**config.mk**
```make
export PLATFORM = sky130hd
export DESIGN_NAME = serial_reg_slave
export DESIGN_NICKNAME = d
export VERILOG_FILES = /design/src/rtl/sreg_pkg.sv /design/src/rtl/sreg_pin_filter.sv /design/src/rtl/sreg_ctrl.sv /design/src/rtl/sreg_datapath.sv /design/src/rtl/serial_reg_slave.sv
export SDC_FILE = /design/constraint.sdc
export NUM_CORES = 1
export LEC_CHECK = 0
export BUFFER_PORTS_ARGS = -buffer_cell sky130_fd_sc_hd__buf_4
export CORE_MARGIN = 8
export CORE_UTILIZATION = 50
export DETAILED_ROUTE_END_ITERATION = 12
export MAX_ROUTING_LAYER = met4
export PLACE_DENSITY = 0.75
export SLEW_MARGIN = 20
export SYNTH_ARGS = -nofsm -noshare
export SYNTH_HDL_FRONTEND = slang
export SYNTH_SLANG_ARGS = --single-unit
```
**constraint.sdc**
```tcl
create_clock -name clk -period 2.2 [get_ports clk]
set_input_delay 0.11 -clock clk [delete_from_list [all_inputs] [get_ports clk]]
set_output_delay 0.11 -clock clk [all_outputs]
set_load 0.01 [all_outputs]
```
**src/rtl/sreg_pkg.sv**
```systemverilog
package sreg_pkg;

  // strobes the controller sends to the datapath, at most a few per cycle
  typedef struct packed {
    logic shiftBit;  // sample SDA into the receive shifter
    logic loadPtr;   // receive shifter -> register pointer
    logic writeReg;  // receive shifter -> register at pointer
    logic loadTx;    // read value at pointer -> transmit shifter
    logic shiftTx;   // advance transmit shifter by one bit
  } dpStrobe_t;

  typedef enum logic [2:0] {
    S_IDLE, S_RX, S_DECIDE, S_ACK_SETUP, S_ACK_HOLD, S_TX, S_IGNORE
  } ctrlState_t;

  typedef enum logic [1:0] {
    K_DEV, K_REG, K_DATA
  } byteKind_t;

endpackage

```
**src/rtl/sreg_pin_filter.sv**
```systemverilog
module sreg_pin_filter #(
  parameter int FILT_LEN = 3
) (
  input  logic clk,
  input  logic rstN,
  input  logic pinIn,
  output logic pinOut
);
  localparam int CNT_W = $clog2(FILT_LEN + 1);

  logic [1:0]       syncQ;
  logic [CNT_W-1:0] runCnt;

  // two-flop synchronizer, then accept a new level only after it has held
  // for FILT_LEN consecutive samples
  always_ff @(posedge clk or negedge rstN) begin
    if (!rstN) begin
      syncQ  <= 2'b11;
      runCnt <= '0;
      pinOut <= 1'b1;
    end else begin
      syncQ <= {syncQ[0], pinIn};
      if (syncQ[1] != pinOut) begin
        if (runCnt == CNT_W'(FILT_LEN - 1)) begin
          pinOut <= syncQ[1];
          runCnt <= '0;
        end else begin
          runCnt <= runCnt + 1'b1;
        end
      end else begin
        runCnt <= '0;
      end
    end
  end
endmodule

```
**src/rtl/sreg_ctrl.sv**
```systemverilog
module sreg_ctrl
  import sreg_pkg::*;
#(
  parameter int FILT_LEN = 3
) (
  input  logic      clk,
  input  logic      rstN,
  input  logic      sclIn,
  input  logic      sdaIn,
  input  logic      devHit,
  input  logic      readReq,
  input  logic      busOff,
  input  logic      txBit,
  output dpStrobe_t strobe,
  output logic      sdaPullLow,
  output logic      startSeen,
  output logic      stopSeen
);
  logic sclF, sdaF, sclQ, sdaQ;
  logic sclRise, sclFall;

  sreg_pin_filter #(.FILT_LEN(FILT_LEN)) sclFilt (
    .clk(clk), .rstN(rstN), .pinIn(sclIn), .pinOut(sclF));
  sreg_pin_filter #(.FILT_LEN(FILT_LEN)) sdaFilt (
    .clk(clk), .rstN(rstN), .pinIn(sdaIn), .pinOut(sdaF));

  always_ff @(posedge clk or negedge rstN) begin
    if (!rstN) begin
      sclQ <= 1'b1;
      sdaQ <= 1'b1;
    end else begin
      sclQ <= sclF;
      sdaQ <= sdaF;
    end
  end

  assign sclRise   = sclF & ~sclQ;
  assign sclFall   = ~sclF & sclQ;
  assign startSeen = sclF & sclQ & sdaQ & ~sdaF;
  assign stopSeen  = sclF & sclQ & ~sdaQ & sdaF;

  ctrlState_t state;
  byteKind_t  kind;
  logic [2:0] bitCnt;
  logic       readMode;
  logic       ackPull;
  logic       txOn;

  always_comb begin
    strobe          = '0;
    strobe.shiftBit = (state == S_RX) && sclRise;
    strobe.loadPtr  = (state == S_DECIDE) && (kind == K_REG);
    strobe.writeReg = (state == S_DECIDE) && (kind == K_DATA);
    strobe.loadTx   = (state == S_ACK_HOLD) && sclFall && (kind == K_DEV) && readMode;
    strobe.shiftTx  = (state == S_TX) && sclFall && (bitCnt != 3'd7);
  end

  always_ff @(posedge clk or negedge rstN) begin
    if (!rstN) begin
      state    <= S_IDLE;
      kind     <= K_DEV;
      bitCnt   <= '0;
      readMode <= 1'b0;
      ackPull  <= 1'b0;
      txOn     <= 1'b0;
    end else if (stopSeen) begin
      state   <= S_IDLE;
      ackPull <= 1'b0;
      txOn    <= 1'b0;
    end else if (startSeen) begin
      state   <= busOff ? S_IDLE : S_RX;
      kind    <= K_DEV;
      bitCnt  <= '0;
      ackPull <= 1'b0;
      txOn    <= 1'b0;
    end else begin
      case (state)
        S_RX: if (sclRise) begin
          bitCnt <= bitCnt + 1'b1;
          if (bitCnt == 3'd7) state <= S_DECIDE;
        end
        S_DECIDE: begin
          if (kind == K_DEV) begin
            state    <= devHit ? S_ACK_SETUP : S_IGNORE;
            readMode <= readReq;
          end else begin
            state <= S_ACK_SETUP;
          end
        end
        S_ACK_SETUP: if (sclFall) begin
          ackPull <= 1'b1;
          state   <= S_ACK_HOLD;
        end
        S_ACK_HOLD: if (sclFall) begin
          ackPull <= 1'b0;
          bitCnt  <= '0;
          if (kind == K_DEV && readMode) begin
            txOn  <= 1'b1;
            state <= S_TX;
          end else if (kind == K_DEV) begin
            kind  <= K_REG;
            state <= S_RX;
          end else if (kind == K_REG) begin
            kind  <= K_DATA;
            state <= S_RX;
          end else begin
            state <= S_IGNORE;
          end
        end
        S_TX: if (sclFall) begin
          if (bitCnt == 3'd7) begin
            txOn  <= 1'b0;
            state <= S_IGNORE;
          end else begin
            bitCnt <= bitCnt + 1'b1;
          end
        end
        default: ;
      endcase
    end
  end

  assign sdaPullLow = ackPull | (txOn & ~txBit);
endmodule

```
**src/rtl/sreg_datapath.sv**
```systemverilog
module sreg_datapath
  import sreg_pkg::*;
#(
  parameter logic [6:0] DEV_ADDR = 7'b1000100,
  parameter int NUM_RW   = 12,
  parameter int RATE_LOC = 14,
  parameter int LOS_LOC  = 15,
  parameter int RATE_W   = 4,
  parameter int LOS_W    = 7
) (
  input  logic                  clk,
  input  logic                  rstN,
  input  dpStrobe_t             strobe,
  input  logic                  sdaBit,
  input  logic [RATE_W-1:0]     rateCode,
  input  logic [LOS_W-1:0]      losCode,
  output logic                  devHit,
  output logic                  readReq,
  output logic                  busOff,
  output logic                  txBit,
  output logic [NUM_RW*8-1:0]   cfgFlat
);
  logic [7:0] rxShift;
  logic [7:0] txShift;
  logic [7:0] regPtr;
  logic [7:0] readVal;
  logic [7:0] cfgReg [NUM_RW];

  always_ff @(posedge clk or negedge rstN) begin
    if (!rstN) begin
      rxShift <= '0;
      txShift <= '1;
      regPtr  <= '0;
    end else begin
      if (strobe.shiftBit) rxShift <= {rxShift[6:0], sdaBit};
      if (strobe.loadPtr)  regPtr  <= rxShift;
      if (strobe.loadTx)   txShift <= readVal;
      else if (strobe.shiftTx) txShift <= {txShift[6:0], 1'b1};
    end
  end

  for (genvar g = 0; g < NUM_RW; g++) begin : gReg
    always_ff @(posedge clk or negedge rstN) begin
      if (!rstN)
        cfgReg[g] <= '0;
      else if (strobe.writeReg && regPtr == 8'(g))
        cfgReg[g] <= rxShift;
    end
    assign cfgFlat[g*8 +: 8] = cfgReg[g];
  end

  always_comb begin
    readVal = '0;
    for (int i = 0; i < NUM_RW; i++)
      if (regPtr == 8'(i)) readVal = cfgReg[i];
    if (regPtr == 8'(RATE_LOC)) readVal = 8'(rateCode);
    if (regPtr == 8'(LOS_LOC))  readVal = 8'(losCode);
  end

  assign devHit  = (rxShift[7:1] == DEV_ADDR);
  assign readReq = rxShift[0];
  assign busOff  = cfgReg[0][0];
  assign txBit   = txShift[7];
endmodule

```
**src/rtl/serial_reg_slave.sv**
```systemverilog
module serial_reg_slave
  import sreg_pkg::*;
#(
  parameter logic [6:0] DEV_ADDR = 7'b1000100,
  parameter int NUM_RW   = 12,
  parameter int RATE_LOC = 14,
  parameter int LOS_LOC  = 15,
  parameter int RATE_W   = 4,
  parameter int LOS_W    = 7,
  parameter int FILT_LEN = 3
) (
  input  logic                clk,
  input  logic                rstN,
  input  logic                sclIn,
  input  logic                sdaIn,
  input  logic [RATE_W-1:0]   rateCode,
  input  logic [LOS_W-1:0]    losCode,
  output logic                sdaPullLow,
  output logic [NUM_RW*8-1:0] cfgFlat
);
  dpStrobe_t strobe;
  logic devHit, readReq, busOff, txBit;
  logic startSeen, stopSeen;

  sreg_ctrl #(.FILT_LEN(FILT_LEN)) ctrl (
    .clk(clk), .rstN(rstN), .sclIn(sclIn), .sdaIn(sdaIn),
    .devHit(devHit), .readReq(readReq), .busOff(busOff), .txBit(txBit),
    .strobe(strobe), .sdaPullLow(sdaPullLow),
    .startSeen(startSeen), .stopSeen(stopSeen));

  // the receive shifter samples the raw pad level; by the time the filtered
  // rising edge arrives SDA has long been stable
  sreg_datapath #(
    .DEV_ADDR(DEV_ADDR), .NUM_RW(NUM_RW), .RATE_LOC(RATE_LOC),
    .LOS_LOC(LOS_LOC), .RATE_W(RATE_W), .LOS_W(LOS_W)
  ) dp (
    .clk(clk), .rstN(rstN), .strobe(strobe), .sdaBit(sdaIn),
    .rateCode(rateCode), .losCode(losCode),
    .devHit(devHit), .readReq(readReq), .busOff(busOff), .txBit(txBit),
    .cfgFlat(cfgFlat));
endmodule

```
; ---- Yosys cells after proc, flatten, opt, wreduce, memory -nomap -nowiden
; Cells that the tools add are included.
[totals]
elab_cells = 185
reg_bits = 143
output_inout_bits = 97
[op_classes]
addsub = 3
n_reduce_logical = 39
muxes = 59
eq_ne = 39
bitwise_logic = 16
[op_table]
columns = cell, n
row1 = 8-bit 2-to-1 mux, 16
row2 = 3-bit 2-to-1 mux, 18
row3 = "8-bit by 4-bit == test with 1-bit output, second input constant", 6
row4 = "8-bit by 3-bit == test with 1-bit output, second input constant", 4
row5 = 1-bit logical AND, 21
row6 = 2-bit 2-to-1 mux, 10
row7 = "8-bit by 2-bit == test with 1-bit output, second input constant", 2
row8 = "4-bit by 1-bit inequality test with 1-bit output, second input constant", 4
row9 = 3-bit one-hot mux with 5 select lines, 1
row10 = "4-bit by 2-bit inequality test with 1-bit output, second input constant", 3
row11 = 4-bit nonzero test, 3
row12 = 1-bit 2-to-1 mux, 11
row13 = 5-bit AND reduction, 2
row14 = "3-bit == test, second input constant", 3
row15 = "3-bit by 1-bit inequality test with 1-bit output, second input constant", 3
row16 = 3-bit one-hot mux with 3 select lines, 1
row17 = 1-bit AND, 8
row18 = "8-bit by 1-bit == test with 1-bit output, second input constant", 1
row19 = 8-bit logical NOT, 1
row20 = "7-bit == test, second input constant", 1
row21 = 1-bit NOT, 7
row22 = 7-bit AND reduction, 1
row23 = 7-bit nonzero test, 1
row24 = "2-bit == test, second input constant", 3
row25 = other kinds (18), 25

; ---- Logic depth before layout (Yosys ltp)
[logic_depth]
depth_word = 16
mapped_depth = 9
mapped_depth_nobuf = 8

; ---- Modules after synthesis
; A second synthesis with hierarchy kept.
[hier_totals]
hier_cells = 579
area_unflattened_um2 = 7065.5
[modules_own_cells]
columns = module, seq_area_each_um2, cells_each, instances, area_each_um2
row1 = sreg_datapath, 3012.9, 468, 1, 5850.6
row2 = sreg_ctrl, 327.8, 91, 1, 857.1
row3 = sreg_pin_filter, 128.9, 10, 2, 178.9

; ---- Worst setup path before layout
; Ideal clock, no wire load.
[synth_path]
kind = reg2reg
from = reg dp.regPtr[5]
to = reg dp.cfgReg, in the netlist dp.cfgFlat[16]
n_path_buf = 2
t_arrival_ps = 2150
path_slack_ps = -75
path_stages_with_launch = 7
path_cell_list = dfrtp_1 -> or4_1 -> buf_2 -> or3_1 -> buf_4 -> nor3_4 -> mux2_2
[synth_via]
elab_chain_len = 2
[synth_lines]
columns = item, line
row1 = "start, declared", sreg_datapath.sv:25  ; logic [7:0] regPtr;
row2 = "start signal, assigned", sreg_datapath.sv:36  ; if (strobe.loadPtr) regPtr <= rxShift;
row3 = 8-bit by 2-bit == test with 1-bit output, sreg_datapath.sv:46  ; else if (strobe.writeReg && regPtr == 8'(g))
row4 = 1-bit logical AND, sreg_datapath.sv:46
row5 = "end signal, assigned by index", sreg_datapath.sv:47  ; cfgReg[g] <= rxShift;
row6 = "end, declared", sreg_datapath.sv:27  ; logic [7:0] cfgReg [NUM_RW];
; No other way between the ends.
; A chain may end at the register's enable or synchronous reset.

; ---- Worst setup path after layout
[layout_path]
from = reg dp.regPtr[0]
to = reg dp.txShift[1]
[layout_via]
elab_chain_len = 16
elab_cells_between_ends = 29
[layout_lines]
columns = item, line
row1 = 8-bit logical NOT, sreg_datapath.sv:55  ; if (regPtr == 8'(i)) readVal = cfgReg[i];
row2 = 8-bit 2-to-1 mux (12 in series), sreg_datapath.sv:55
row3 = 8-bit 2-to-1 mux, sreg_datapath.sv:56  ; if (regPtr == 8'(RATE_LOC)) readVal = 8'(rateCode);
row4 = 8-bit 2-to-1 mux *, sreg_datapath.sv:57  ; if (regPtr == 8'(LOS_LOC)) readVal = 8'(losCode);
row5 = 8-bit 2-to-1 mux *, sreg_datapath.sv:37  ; if (strobe.loadTx) txShift <= readVal;
row6 = "end signal, assigned", sreg_datapath.sv:37
row7 = "end signal, assigned", sreg_datapath.sv:38  ; else if (strobe.shiftTx) txShift <= {txShift[6:0], 1'b1};
row8 = "end, declared", sreg_datapath.sv:24  ; logic [7:0] txShift;
; Mark *: on every way between the ends. The rest lies on a longest branch, timed or not.

==> flow_metrics.tcl <==
set metrics [dict create \
    run_status "finished, final reports clean" \
    synth_seq_area_share 0.511 \
    via_count 6049 \
    final.fill_count 1031 \
    synthFlopType "dfrtp_1" \
    synth_top_family_by_area "multiplexers" \
    synthesis.instances 625 \
    period_needed_ns 2.11 \
    stdcell_count 988 \
    clk_transition_reported_paths_ns 0.06 \
    globalRouteOverflowTotal 0 \
    max_slew.worst_pin.slew_ns 0.669 \
    netlist_top_cells_area "dfrtp_1 (45%), mux2_2 (19%), dfstp_2 (6.0%), a21oi_1 (2.9%), nor2_1 (2.8%)" \
    route.detailed.vias_per_inst 6.12 \
    first_global_vias 6329 \
    num_antenna_cells 0 \
    hold_viol_final 0 \
    drt-pass1-iter-count 6 \
    grt_pass1_wl_mm 35.9 \
    synth.cell_area_sq_um 7050 \
    insertion_delay_ns 0.42 \
    globalRouteTotalUtil 0.264 \
    largest_net_degree_at_the_start_of_global_routing 66 \
    cts_tree "done" \
    slew_headroom 0.548 \
    floorplan.io_pins 112 \
    power_mw 7.09 \
    critical_path_peak_fanout 10 \
    criticalPathCategory "reg2reg" \
    crit_path_end_kind "flop" \
    place_congestion 0.960 \
    required_arrival_time_at_the_worst_endpoint_ns 2.54 \
    synth_cell_types 58 \
    final_cell_mix "buf_4 (182), dfrtp_1 (126), mux2_2 (122), nor2_1 (51), a21oi_1 (41)" \
    numPlacedInstances 948 \
    seq_area_sq_um 3600 \
    synthAdderAreaFrac 0.00533 \
    syn_to_final_growth_pct 31.3 \
    drt-wirelength-per-cell_microns 23.1 \
    max_freq_mhz 474 \
    multi_input_area_sq_um 3300 \
    numClockSinks 143 \
    clk_path_buf_depth 2 \
    postSynth.asyncResetShare 1.00 \
    power_per_cell_area_nw_per_um2 766 \
    number_of_nets_in_the_layout 813 \
    report.final.slew_viol_count 0 \
    rows 43 \
    holdCritPathClass "in2reg" \
    syn_area_per_cell_sq_um 11.3 \
    floorplan.die.height_microns 135 \
    finalSetupViolations 0 \
    share_of_synthesized_area_spent_on_multiplexers 0.208 \
    rsz0062_at_grt "no" \
    synth-warning-count 0 \
    total_leakage_power_nw 4.53 \
    worstPathArrival_ns 2.45 \
    drv_cap 0 \
    total_non_filler_cell_area_in_the_finished_layout_sq_um 9250 \
    synth_fp_nets 643 \
    final_layout_size_suffix_gt1_frac 0.467 \
    power.ir.vdd_worst_mv 0.605 \
    postRouteWirelength_mm 22.8 \
    drc 0 \
    synth_top_area_share 0.451 \
    drtAntennaViolNets 0 \
    cts_made_buffers 17 \
    finalClockSkew_ns 0.00702 \
    drtIter0Drc 550 \
    totalNegativeSetupSlack_ns 0 \
    critPathLaunchType "flop" \
    synth_largest_area_cell "dfrtp_1" \
    die_x_microns 135 \
    hpwl_detailed_mm 16.8 \
    synth-seq-cells 143 \
    postPlaceCellArea_sq_um 8540 \
    die_area_sq_um 18100 \
    layout_commonest_cell "buf_4" \
    core_footprint_sq_um 13800 \
    initial_core_util 0.510 \
    grt_antenna_before_repair 0 \
    synth_compound_area_frac 0.117 \
    numPortBuffers 111 \
    count_of_flip_flops_with_a_built_in_enable_after_synthesis 0 \
    post_synth_xor_area_fraction 0.00249 \
    synth_simple_gate_area_share 0.127 \
    period_share 0.959 \
    clock_tree.htree_level_count 4 \
    cts_root_buf "clkbuf_16" \
]
## stage by stage
step / utilization / setup WS [ns] / hold WS (ns)
after CTS: 0.664 / 0.0155 / 0.0530
after global placement: 0.618 / 0.0124 / 0.132
final: 0.669 / 0.0903 / 0.0674
after detailed placement: 0.618 / 0.00510 / 0.147
after floorplan: - / -0.0748 / -0.186
after global routing: 0.669 / 0.00509 / 0.0768
## what timing repair did
action | in CTS | in global routing
hold endpoints to repair | 54 | 0
gates resized for setup | 1 | 17
hold buffers | 6 | 0
pin swaps | 0 | 3
setup endpoints to repair | 1 | 37
gates cloned | 0 | 1
setup buffers | 0 | 1
## where the power goes
group | internal [mW] | switching (mW)
logic | 0.483 | 0.743
clock network | 1.70 | 1.09
registers | 2.86 | 0.214
## cells by family after synthesis
kind of cell             after synthesis
flip-flops                           143
AND/OR/NAND/NOR                      166
XOR/XNOR                               2
AO/OA/AOI/OAI                        129
multiplexers                         131
adder cells (fa/ha/maj)                3
buffers and inverters                 51
## flip-flops by register name, summed over array words and instances (netlist names)
register / cells
dp.cfgFlat: 95
dp.regPtr: 8
dp.rxShift: 8
dp.txShift: 8
ctrl.bitCnt: 3
ctrl.state: 3
ctrl.kind: 2
ctrl.sclFilt.runCnt: 2
ctrl.sclFilt.syncQ: 2
ctrl.sdaFilt.runCnt: 2
ctrl.sdaFilt.syncQ: 2
ctrl.ackPull: 1
ctrl.readMode: 1
ctrl.sclFilt.pinOut: 1
ctrl.sclQ: 1
ctrl.sdaFilt.pinOut: 1
ctrl.sdaQ: 1
ctrl.txOn: 1
dp.busOff: 1
## final timing paths
kind | slack, ns | start | cells after the start | end
max reg2reg | 0.09 | dp.regPtr[0] | 7 | dp.txShift[1]
min | 0.07 | losCode[2] | 3 | dp.txShift[2]
min in group asynchronous | 0.27 | rstN | 2 | ctrl.sclFilt.runCnt[1]
max in group asynchronous | 1.14 | rstN | 3 | ctrl.sclFilt.pinOut
max | 0.09 | dp.regPtr[0] | 7 | dp.txShift[1]
min reg2reg | 0.35 | ctrl.sdaFilt.syncQ[0] | 0 | ctrl.sdaFilt.syncQ[1]
## synthesized netlist by cell type (4+ instances only)
| cell type | number |
|---|---|
| mux2i_1 | 8 |
| nand2b_1 | 11 |
| o22ai_1 | 11 |
| nand3_1 | 12 |
| nor2b_1 | 8 |
| nor2_1 | 53 |
| inv_1 | 8 |
| nor3_1 | 19 |
| nand4_1 | 4 |
| or3_1 | 4 |
| o32ai_1 | 5 |
| a21o_1 | 6 |
| clkbuf_1 | 33 |
| dfrtp_1 | 127 |
| buf_2 | 6 |
| o21ai_0 | 28 |
| dfstp_2 | 16 |
| a222oi_1 | 4 |
| nor3b_1 | 4 |
| nand2_1 | 30 |
| mux2_2 | 122 |
| a21oi_1 | 41 |
## cell type report
cell class                 count  area share
timing repair buffer         194       0.165
tap                          180      0.0243
sequential                   143       0.389
inverter                       8     0.00325
clock buffer                  22      0.0491
clock inverter                10      0.0123
multi-input combinational    431       0.357
## worst max-delay path, stage by stage, from the launching register on
cell and delay, ns:
dfrtp_1 0.39, inv_1 0.25, nand2_1 0.43, o22ai_1 0.43
nor3_2 0.07, buf_4 0.15, o21ai_0 0.20, a21oi_1 0.11
## routing by layer
metal	up-vias	track usage	part of all wire
li1	2634	-	-
met1	3042	0.344	0.42
met2	327	0.409	0.48
met3	46	0.0438	0.071
met4	0	0.0979	0.027
met5	-	-	0
Power figures use the tool's default switching activity.
